[config.mk]
export PLATFORM = sky130hd
export DESIGN_NAME = rtc_sec_alarm
export DESIGN_NICKNAME = d
export VERILOG_FILES = /design/src/rtl/rtc_sec_pkg.sv /design/src/rtl/rtc_sec_datapath.sv /design/src/rtl/rtc_sec_control.sv /design/src/rtl/rtc_sec_alarm.sv
export SDC_FILE = /design/constraint.sdc
export NUM_CORES = 1
export LEC_CHECK = 0
export BUFFER_PORTS_ARGS = -buffer_cell sky130_fd_sc_hd__buf_2
export CAP_MARGIN = 20
export CORE_MARGIN = 4
export CORE_UTILIZATION = 30
export DETAILED_ROUTE_END_ITERATION = 7
export GPL_TIMING_DRIVEN = 0
export PLACE_DENSITY = 0.52
export SYNTH_ARGS = -nofsm -noshare
export SYNTH_HDL_FRONTEND = slang
export SYNTH_HIERARCHICAL = 1
export SYNTH_SLANG_ARGS = --single-unit
[constraint.sdc]
create_clock -name clk -period 3 [get_ports clk]
set_input_delay 0.6 -clock clk [delete_from_list [all_inputs] [get_ports clk]]
set_output_delay 0.6 -clock clk [all_outputs]
set_load 0.005 [all_outputs]
[src/rtl/rtc_sec_pkg.sv]
package rtc_sec_pkg;
  // Per-cycle commands from control to the count register
  typedef struct packed {
    logic loadSec;
    logic loadFrac;
    logic advance;
  } cntStrobe_t;
endpackage

[src/rtl/rtc_sec_datapath.sv]
module rtc_sec_datapath
  import rtc_sec_pkg::*;
#(
  parameter int SEC_W  = 32,
  parameter int FRAC_W = 15
) (
  input  logic              clk,
  input  logic              rstN,
  input  cntStrobe_t        stb,
  input  logic              wrAlarm,
  input  logic [SEC_W-1:0]  wrData,
  output logic [SEC_W-1:0]  secQ,
  output logic [FRAC_W-1:0] fracQ,
  output logic [SEC_W-1:0]  alarmQ,
  output logic              carryOut,
  output logic              alarmHit
);
  localparam int CNT_W = SEC_W + FRAC_W;

  logic [CNT_W-1:0] cntQ;
  logic [CNT_W-1:0] cntNext;

  assign cntNext = cntQ + CNT_W'(1);

  always_ff @(posedge clk or negedge rstN) begin
    if (!rstN) begin
      cntQ <= '0;
    end else begin
      if (stb.loadSec)  cntQ[CNT_W-1:FRAC_W] <= wrData;
      if (stb.loadFrac) cntQ[FRAC_W-1:0]     <= wrData[FRAC_W-1:0];
      if (stb.advance)  cntQ                 <= cntNext;
    end
  end

  always_ff @(posedge clk or negedge rstN) begin
    if (!rstN)        alarmQ <= '1;
    else if (wrAlarm) alarmQ <= wrData;
  end

  // carry out of the full count, and seconds match at fraction rollover
  assign carryOut = stb.advance && (&cntQ);
  assign alarmHit = stb.advance && (&cntQ[FRAC_W-1:0]) &&
                    (cntNext[CNT_W-1:FRAC_W] == alarmQ);

  assign secQ  = cntQ[CNT_W-1:FRAC_W];
  assign fracQ = cntQ[FRAC_W-1:0];
endmodule

[src/rtl/rtc_sec_control.sv]
module rtc_sec_control
  import rtc_sec_pkg::*;
(
  input  logic       clk,
  input  logic       rstN,
  input  logic       wrSec,
  input  logic       wrFrac,
  input  logic       wrCtrl,
  input  logic       wrStat,
  input  logic [3:0] ctlData,
  input  logic       secFail,
  input  logic       carryOut,
  input  logic       alarmHit,
  output cntStrobe_t stb,
  output logic [3:0] ctrlQ,
  output logic [2:0] statQ,
  output logic       running,
  output logic       irq
);
  logic enQ, softLockQ, hardLockQ, irqEnQ;
  logic ovfQ, almQ, nvQ, needTimeQ;
  logic locked;

  assign locked = softLockQ | hardLockQ;

  always_comb begin
    stb.loadSec  = wrSec  && !locked;
    stb.loadFrac = wrFrac && !locked;
    running      = enQ && !ovfQ && !nvQ && !needTimeQ && !secFail;
    stb.advance  = running && !stb.loadSec && !stb.loadFrac;
  end

  // control word: lock bits are sticky, enable obeys the locks
  always_ff @(posedge clk or negedge rstN) begin
    if (!rstN) begin
      enQ       <= 1'b0;
      softLockQ <= 1'b0;
      hardLockQ <= 1'b0;
      irqEnQ    <= 1'b0;
    end else if (wrCtrl) begin
      if (!locked) enQ <= ctlData[0];
      softLockQ <= softLockQ | ctlData[1];
      hardLockQ <= hardLockQ | ctlData[2];
      irqEnQ    <= ctlData[3];
    end
  end

  // status flags: hardware set has priority over write-1 clear
  always_ff @(posedge clk or negedge rstN) begin
    if (!rstN) begin
      ovfQ      <= 1'b0;
      almQ      <= 1'b0;
      nvQ       <= 1'b1;
      needTimeQ <= 1'b1;
    end else begin
      if (carryOut)                   ovfQ <= 1'b1;
      else if (wrStat && ctlData[0])  ovfQ <= 1'b0;
      if (alarmHit)                   almQ <= 1'b1;
      else if (wrStat && ctlData[1])  almQ <= 1'b0;
      if (wrStat && ctlData[2])       nvQ  <= 1'b0;
      if (stb.loadSec)                needTimeQ <= 1'b0;
    end
  end

  assign ctrlQ = {irqEnQ, hardLockQ, softLockQ, enQ};
  assign statQ = {nvQ, almQ, ovfQ};
  assign irq   = almQ & irqEnQ;
endmodule

[src/rtl/rtc_sec_alarm.sv]
module rtc_sec_alarm
  import rtc_sec_pkg::*;
#(
  parameter int SEC_W  = 32,
  parameter int FRAC_W = 15
) (
  input  logic              clk,
  input  logic              rstN,
  input  logic              wrSec,
  input  logic              wrFrac,
  input  logic              wrAlarm,
  input  logic              wrCtrl,
  input  logic              wrStat,
  input  logic [SEC_W-1:0]  wrData,
  input  logic              secFail,
  output logic [SEC_W-1:0]  secOut,
  output logic [FRAC_W-1:0] fracOut,
  output logic [SEC_W-1:0]  alarmOut,
  output logic [3:0]        ctrlOut,
  output logic [2:0]        statOut,
  output logic              running,
  output logic              irq
);
  cntStrobe_t stb;
  logic carryOut, alarmHit;

  rtc_sec_control u_ctrl (
    .clk(clk), .rstN(rstN), .wrSec(wrSec), .wrFrac(wrFrac),
    .wrCtrl(wrCtrl), .wrStat(wrStat), .ctlData(wrData[3:0]),
    .secFail(secFail), .carryOut(carryOut), .alarmHit(alarmHit),
    .stb(stb), .ctrlQ(ctrlOut), .statQ(statOut), .running(running), .irq(irq)
  );

  rtc_sec_datapath #(.SEC_W(SEC_W), .FRAC_W(FRAC_W)) u_dp (
    .clk(clk), .rstN(rstN), .stb(stb), .wrAlarm(wrAlarm), .wrData(wrData),
    .secQ(secOut), .fracQ(fracOut), .alarmQ(alarmOut),
    .carryOut(carryOut), .alarmHit(alarmHit)
  );
endmodule

# Word level (Yosys, flattened, before mapping)
# Index checks and enable logic that the tools add are counted.
# totals
ramBits	0
mem_count	0
register_bits	87
elab_cells	53
input_bits	40
latchBits	0
mem_bits_ro	0
out_inout_bits	88
# op_classes
n_div	0
n_addsub	1
muxes	7
n_lt_le_gt_ge	0
shift	0
n_reduce_logical	28
n_mul	0
n_eq_ne	1
n_bitwise	5
# ops
op	n
47-bit by 1-bit adder with 47-bit output (second input constant)	1
47-bit 2-to-1 mux	1
47-bit AND reduction	1
32-bit equality test	1
32-bit 2-to-1 mux	1
15-bit 2-to-1 mux	1
15-bit AND reduction	1
1-bit logical AND	14
2-bit nonzero test	4
1-bit zero test	7
1-bit 2-to-1 mux	4
1-bit OR	3
2-bit AND reduction	1
1-bit AND	1
1-bit inverter	1

# Longest topological paths before layout
# logic_depth
word_depth	10
mapped_depth	11
depth_no_buf	10

# Hierarchy
# The synthesis kept the hierarchy.
# by_module_without_submodules
module	cells_each	area_per_inst_um2	n_inst	seq_area_each_um2
rtc_sec_datapath	573	5157.4	1	2016.9
rtc_sec_control	32	387.9	1	202.7

# Worst setup path before layout
# OpenSTA, ideal clock, no wires.
# synth_path
path_kind	in2reg
start	input port secFail
end	register u_ctrl.almQ
path_slack_ns	0.274
t_arrival_ns	2.663
t_required_ns	2.936
n_path_buf	0
cell_stages	10
path_cell_list	or4b_4 > nor4_2 > nand2_1 > nor3_1 > and3_1 > o2111ai_1 > nor4_1 > nand4_1 > and4b_1 > a21o_1
# synth_lines
item	line_no	rtl
start, declared	rtc_sec_alarm.sv:15	input logic secFail,
end signal, assigned	rtc_sec_control.sv:52	almQ <= 1'b0;
end signal, assigned	rtc_sec_control.sv:58	if (alarmHit) almQ <= 1'b1;
end signal, assigned	rtc_sec_control.sv:59	else if (wrStat && ctlData[1]) almQ <= 1'b0;
end, declared	rtc_sec_control.sv:21	logic ovfQ, almQ, nvQ, needTimeQ;

# Worst setup path in the final report
# layout_path
start	register u_dp.cntQ[3]
end	register u_ctrl.almQ
# layout_between
elab_chain_cells	4
elab_cells_between_ends	7
classes_between	add/sub (1); eq/ne (1); mux (1); reduce/logical (4)
# layout_lines
item	line_no	rtl
start, declared	rtc_sec_datapath.sv:20	logic [CNT_W-1:0] cntQ;
start signal, assigned by index	rtc_sec_datapath.sv:29	if (stb.loadSec) cntQ[CNT_W-1:FRAC_W] <= wrData;
start signal, assigned by index	rtc_sec_datapath.sv:30	if (stb.loadFrac) cntQ[FRAC_W-1:0] <= wrData[FRAC_W-1:0];
start signal, assigned	rtc_sec_datapath.sv:31	if (stb.advance) cntQ <= cntNext;
47-bit by 1-bit adder with 47-bit output or 15-bit AND reduction (tied branches)	rtc_sec_datapath.sv:23, rtc_sec_datapath.sv:42	
32-bit equality test or 1-bit logical AND (tied branches)	rtc_sec_datapath.sv:43, rtc_sec_datapath.sv:42	
1-bit logical AND (*)	rtc_sec_datapath.sv:42	assign alarmHit = stb.advance && (&cntQ[FRAC_W-1:0]) &&
named net alarmHit	rtc_sec_alarm.sv:25	logic carryOut, alarmHit;
1-bit 2-to-1 mux or 2-bit nonzero test (tied branches)	-	
# Mark *: on every way through the listed nets, which the timed path passes. The rest lies on a longest branch.
# A chain may end at the register's enable or synchronous reset.

==> reports/results.tsv <==
metric	value	unit
status	complete, but fails checks	
violations	negative setup slack	
switching_share	38.5	%
finalSetupViolations	1	
r2r_start	u_dp/cntQ[3]	
min-delay-path-class	input pin to async pin	
gr-total-overflow	0	
via_count	5456	
utilization	38.6	%
critPathLaunch	u_dp/cntQ[3]	
synthArstFlopShare	100	%
initial_core_util	30.7	%
drt-pass1-iter-count	5	
met1_usage	27.8	%
fillers	1842	
hold_buffers	0	
synthFlopType	dfrtp_1	
syn2layout_area_growth	26.0	%
seq_power_share	36.8	%
report.final.slew_viol_count	0	
synthesis.area	5550	µm²
met3_usage	3.89	%
internal-power	0.00288	W
skew	0.00934	ns
synth_cell_types	62	
synth_edf_count	0	
synth.avg_cell_area	9.17	µm²
root_buffer	clkbuf_16	
numCtsBuffers	9	
grtUsageTotal	20.1	%
avgRoutedWirePerCell	21.7	µm
placedCellCount	961	
routed_via_density	5.61	
tightestPinTransition	0.889	ns
fin_nets	780	
pin_count	128	
arrival	3.30	ns
num_rows	49	
hold_viol_final	0	
power_frac_comb	35.6	%
relSlewSlack	40.7	%
syn-num-nets	646	
ys_seq_area_share	40.0	%
die_h	144	µm
end_kind	flop	
core_area	18100	µm²
vdd_drop_max	0.304	mV
drv_cap	0	
post-place-ws	-0.551	ns
dp_hpwl	15.7	mm
diodes	0	
gp_congestion	0.905	
period_minus_slack	3.00	ns
busiest_layer	met2	
cts-htree-levels	3	
cts_tree	built	
cts.sinks	87	
path_max_fanout	10	
fin_cells	973	
synth-seq-cells	87	
drc_errors	0	
met2_usage	32.4	%
critPathLaunchType	flop	
ctsLongestPathBuffers	2	
r2r_slack	-0.002	ns
grt_pass1_wl	31.1	mm
setup-tns-final	-0.00196	ns
clock_latency	0.35	ns
drive_above_1_share	37.4	%
endpoint	u_ctrl/almQ	
worstPathRequired	3.29	ns
power.total	0.00468	W
crit_type	flop to flop	
rsz0062_at_grt	yes	
fmax	0.333	GHz
r2r-end	u_ctrl/almQ	
min_period_over_period	100	%
netSwitchingPower	0.00180	W
portBuffers	126	
die_w	144	µm
grt_max_degree	49	
power_frac_clock	27.6	%
antenna_found_initial	1	
dieArea	20700	µm²
multi_input_area	3260	µm²
wirelength	21.1	mm
yosysWarnings	6	
grt_pass1_vias	5083	
drtIter0Drc	422	
syn_inst	605	
regArea	2220	µm²
fin_ws	-0.00196	ns
r2r.worst_path.cells	9	
postRouteAntennaNets	0	
p_leak	2.76	nW
power_density	670	nW/µm²
cts.clk_slew.worst_paths	0.07	ns
-- sequential cells by signal, summed over array words and instances, names as in the netlist --
signal	cells
u_ctrl/almQ	1
u_ctrl/enQ	1
u_ctrl/hardLockQ	1
u_ctrl/irqEnQ	1
u_ctrl/needTimeQ	1
u_ctrl/nvQ	1
u_ctrl/ovfQ	1
u_ctrl/softLockQ	1
u_dp/alarmQ	32
u_dp/cntQ	47
-- layout make-up --
class / count / area share (%)
tap: 229 / 4.10
timing repair buffer: 128 / 9.56
clock inverter: 4 / 1.09
buffer: 33 / 2.33
clock buffer: 12 / 3.81
inverter: 12 / 0.645
sequential: 87 / 31.8
multi-input combinational: 468 / 46.6
-- cells in the final DEF, fill, tap and decap left out, drive strengths merged, types with 3 or more instances in the layout --
| cell | count |
|---|---|
| xor2 | 9 |
| a311oi | 3 |
| o211a | 3 |
| nand3 | 35 |
| nor4 | 10 |
| dfstp | 34 |
| buf | 144 |
| nor2 | 65 |
| and4 | 7 |
| inv | 12 |
| nor3 | 12 |
| nand4 | 21 |
| o21a | 7 |
| clkbuf | 29 |
| xnor2 | 37 |
| or3 | 6 |
| o21ai | 26 |
| nand2 | 43 |
| and3 | 14 |
| a22oi | 3 |
| a31oi | 6 |
| a21o | 4 |
| mux2 | 35 |
| o221a | 6 |
| o32ai | 4 |
| nor2b | 7 |
| a21oi | 40 |
| a211oi | 7 |
| nand2b | 5 |
| nor3b | 4 |
| and2 | 7 |
| a211o | 7 |
| o22ai | 11 |
| dfrtp | 53 |
-- cells in the mapped netlist, types with 4 or more instances --
master    number  area share [%]
a211o_1        7             1.1
o21a_1         7            0.95
nor3_1         8            0.72
a31oi_1        6            0.68
inv_1         12            0.81
dfstp_2       34              16
clkbuf_1      22             1.5
nand4_1       20             2.3
o22ai_1       11             1.2
and3_1        14             1.6
nor2b_1        7            0.79
o221a_2        6             1.2
nor2_1        65             4.4
nand2b_1       5            0.56
o32ai_1        4            0.63
nand2_1       43             2.9
buf_4          7            0.95
a21oi_1       40             3.6
xnor2_1       37             5.8
mux2_2        35             7.1
and4_1         7             1.1
nand3_1       31             2.8
and2_1         7            0.79
a211oi_1       7            0.95
dfrtp_1       53              24
or3_1          6            0.68
nor3b_1        4            0.54
nor4_1         6            0.68
o21ai_0       26             2.3
xor2_1         9             1.4
buf_1          6            0.41
a21o_1         4            0.54
-- cell families after synthesis --
group                    count (synthesis)  share of synthesized area [%]
AND/OR/NAND/NOR                        244                           24.5
multiplexers                            37                           7.47
flip-flops                              87                           40.0
AO/OA/AOI/OAI                          140                           16.6
XOR/XNOR                                46                           7.27
buffers and inverters                   50                           3.93
adder cells (fa/ha/maj)                  1                          0.226
-- metrics by stage --
step                instance area, µm²  hold slack [ns]
floorplan                         5550            0.304
global placement                  6460            0.474
detailed placement                6490            0.477
CTS                               6920            0.258
global route                      6990            0.270
finish                            6990            0.232
-- worst min path at each step --
stage,to,slack (ns),cells past startpoint
after global routing,u_dp/cntQ[7],0.27,1
after CTS,u_dp/cntQ[7],0.26,1
after detailed placement,u_ctrl/needTimeQ,0.48,1
after floorplan,u_ctrl/almQ,0.30,0
final,u_dp/cntQ[7],0.23,1
after global placement,u_ctrl/needTimeQ,0.47,1
-- per-layer routing --
metal	part of all wire [%]	up-vias
met2	46	224
met1	44	2701
li1	-	2497
met4	2.0	2
met5	0.062	-
met3	7.3	32
-- critical path, cell delays in order, from the launching register on --
cell and delay (ns):
dfrtp_1 0.46, nand3_2 0.22, nor3_4 0.55, and3_1 0.35, nand4_1 0.24, xor2_1 0.24
a211o_1 0.31, nor4_1 0.18, and4b_1 0.28, a21o_1 0.10
-- power groups by stage --
stage,Sequential (W),Clock [W],Combinational (W)
after global placement,0.00173,0,0.00153
after floorplan,0.00167,0,0.000945
after CTS,0.00171,0.00132,0.00161
after global routing,0.00176,0.00138,0.00181
after detailed placement,0.00173,0,0.00154
final,0.00173,0.00129,0.00167
-- repair_timing --
item                                    in CTS  in global routing
setup buffers                                1                  0
endpoints found under the setup margin      38                 23
pin swaps                                    1                  1
resized for setup                           19                 23
(Power assumes the default switching activity.)
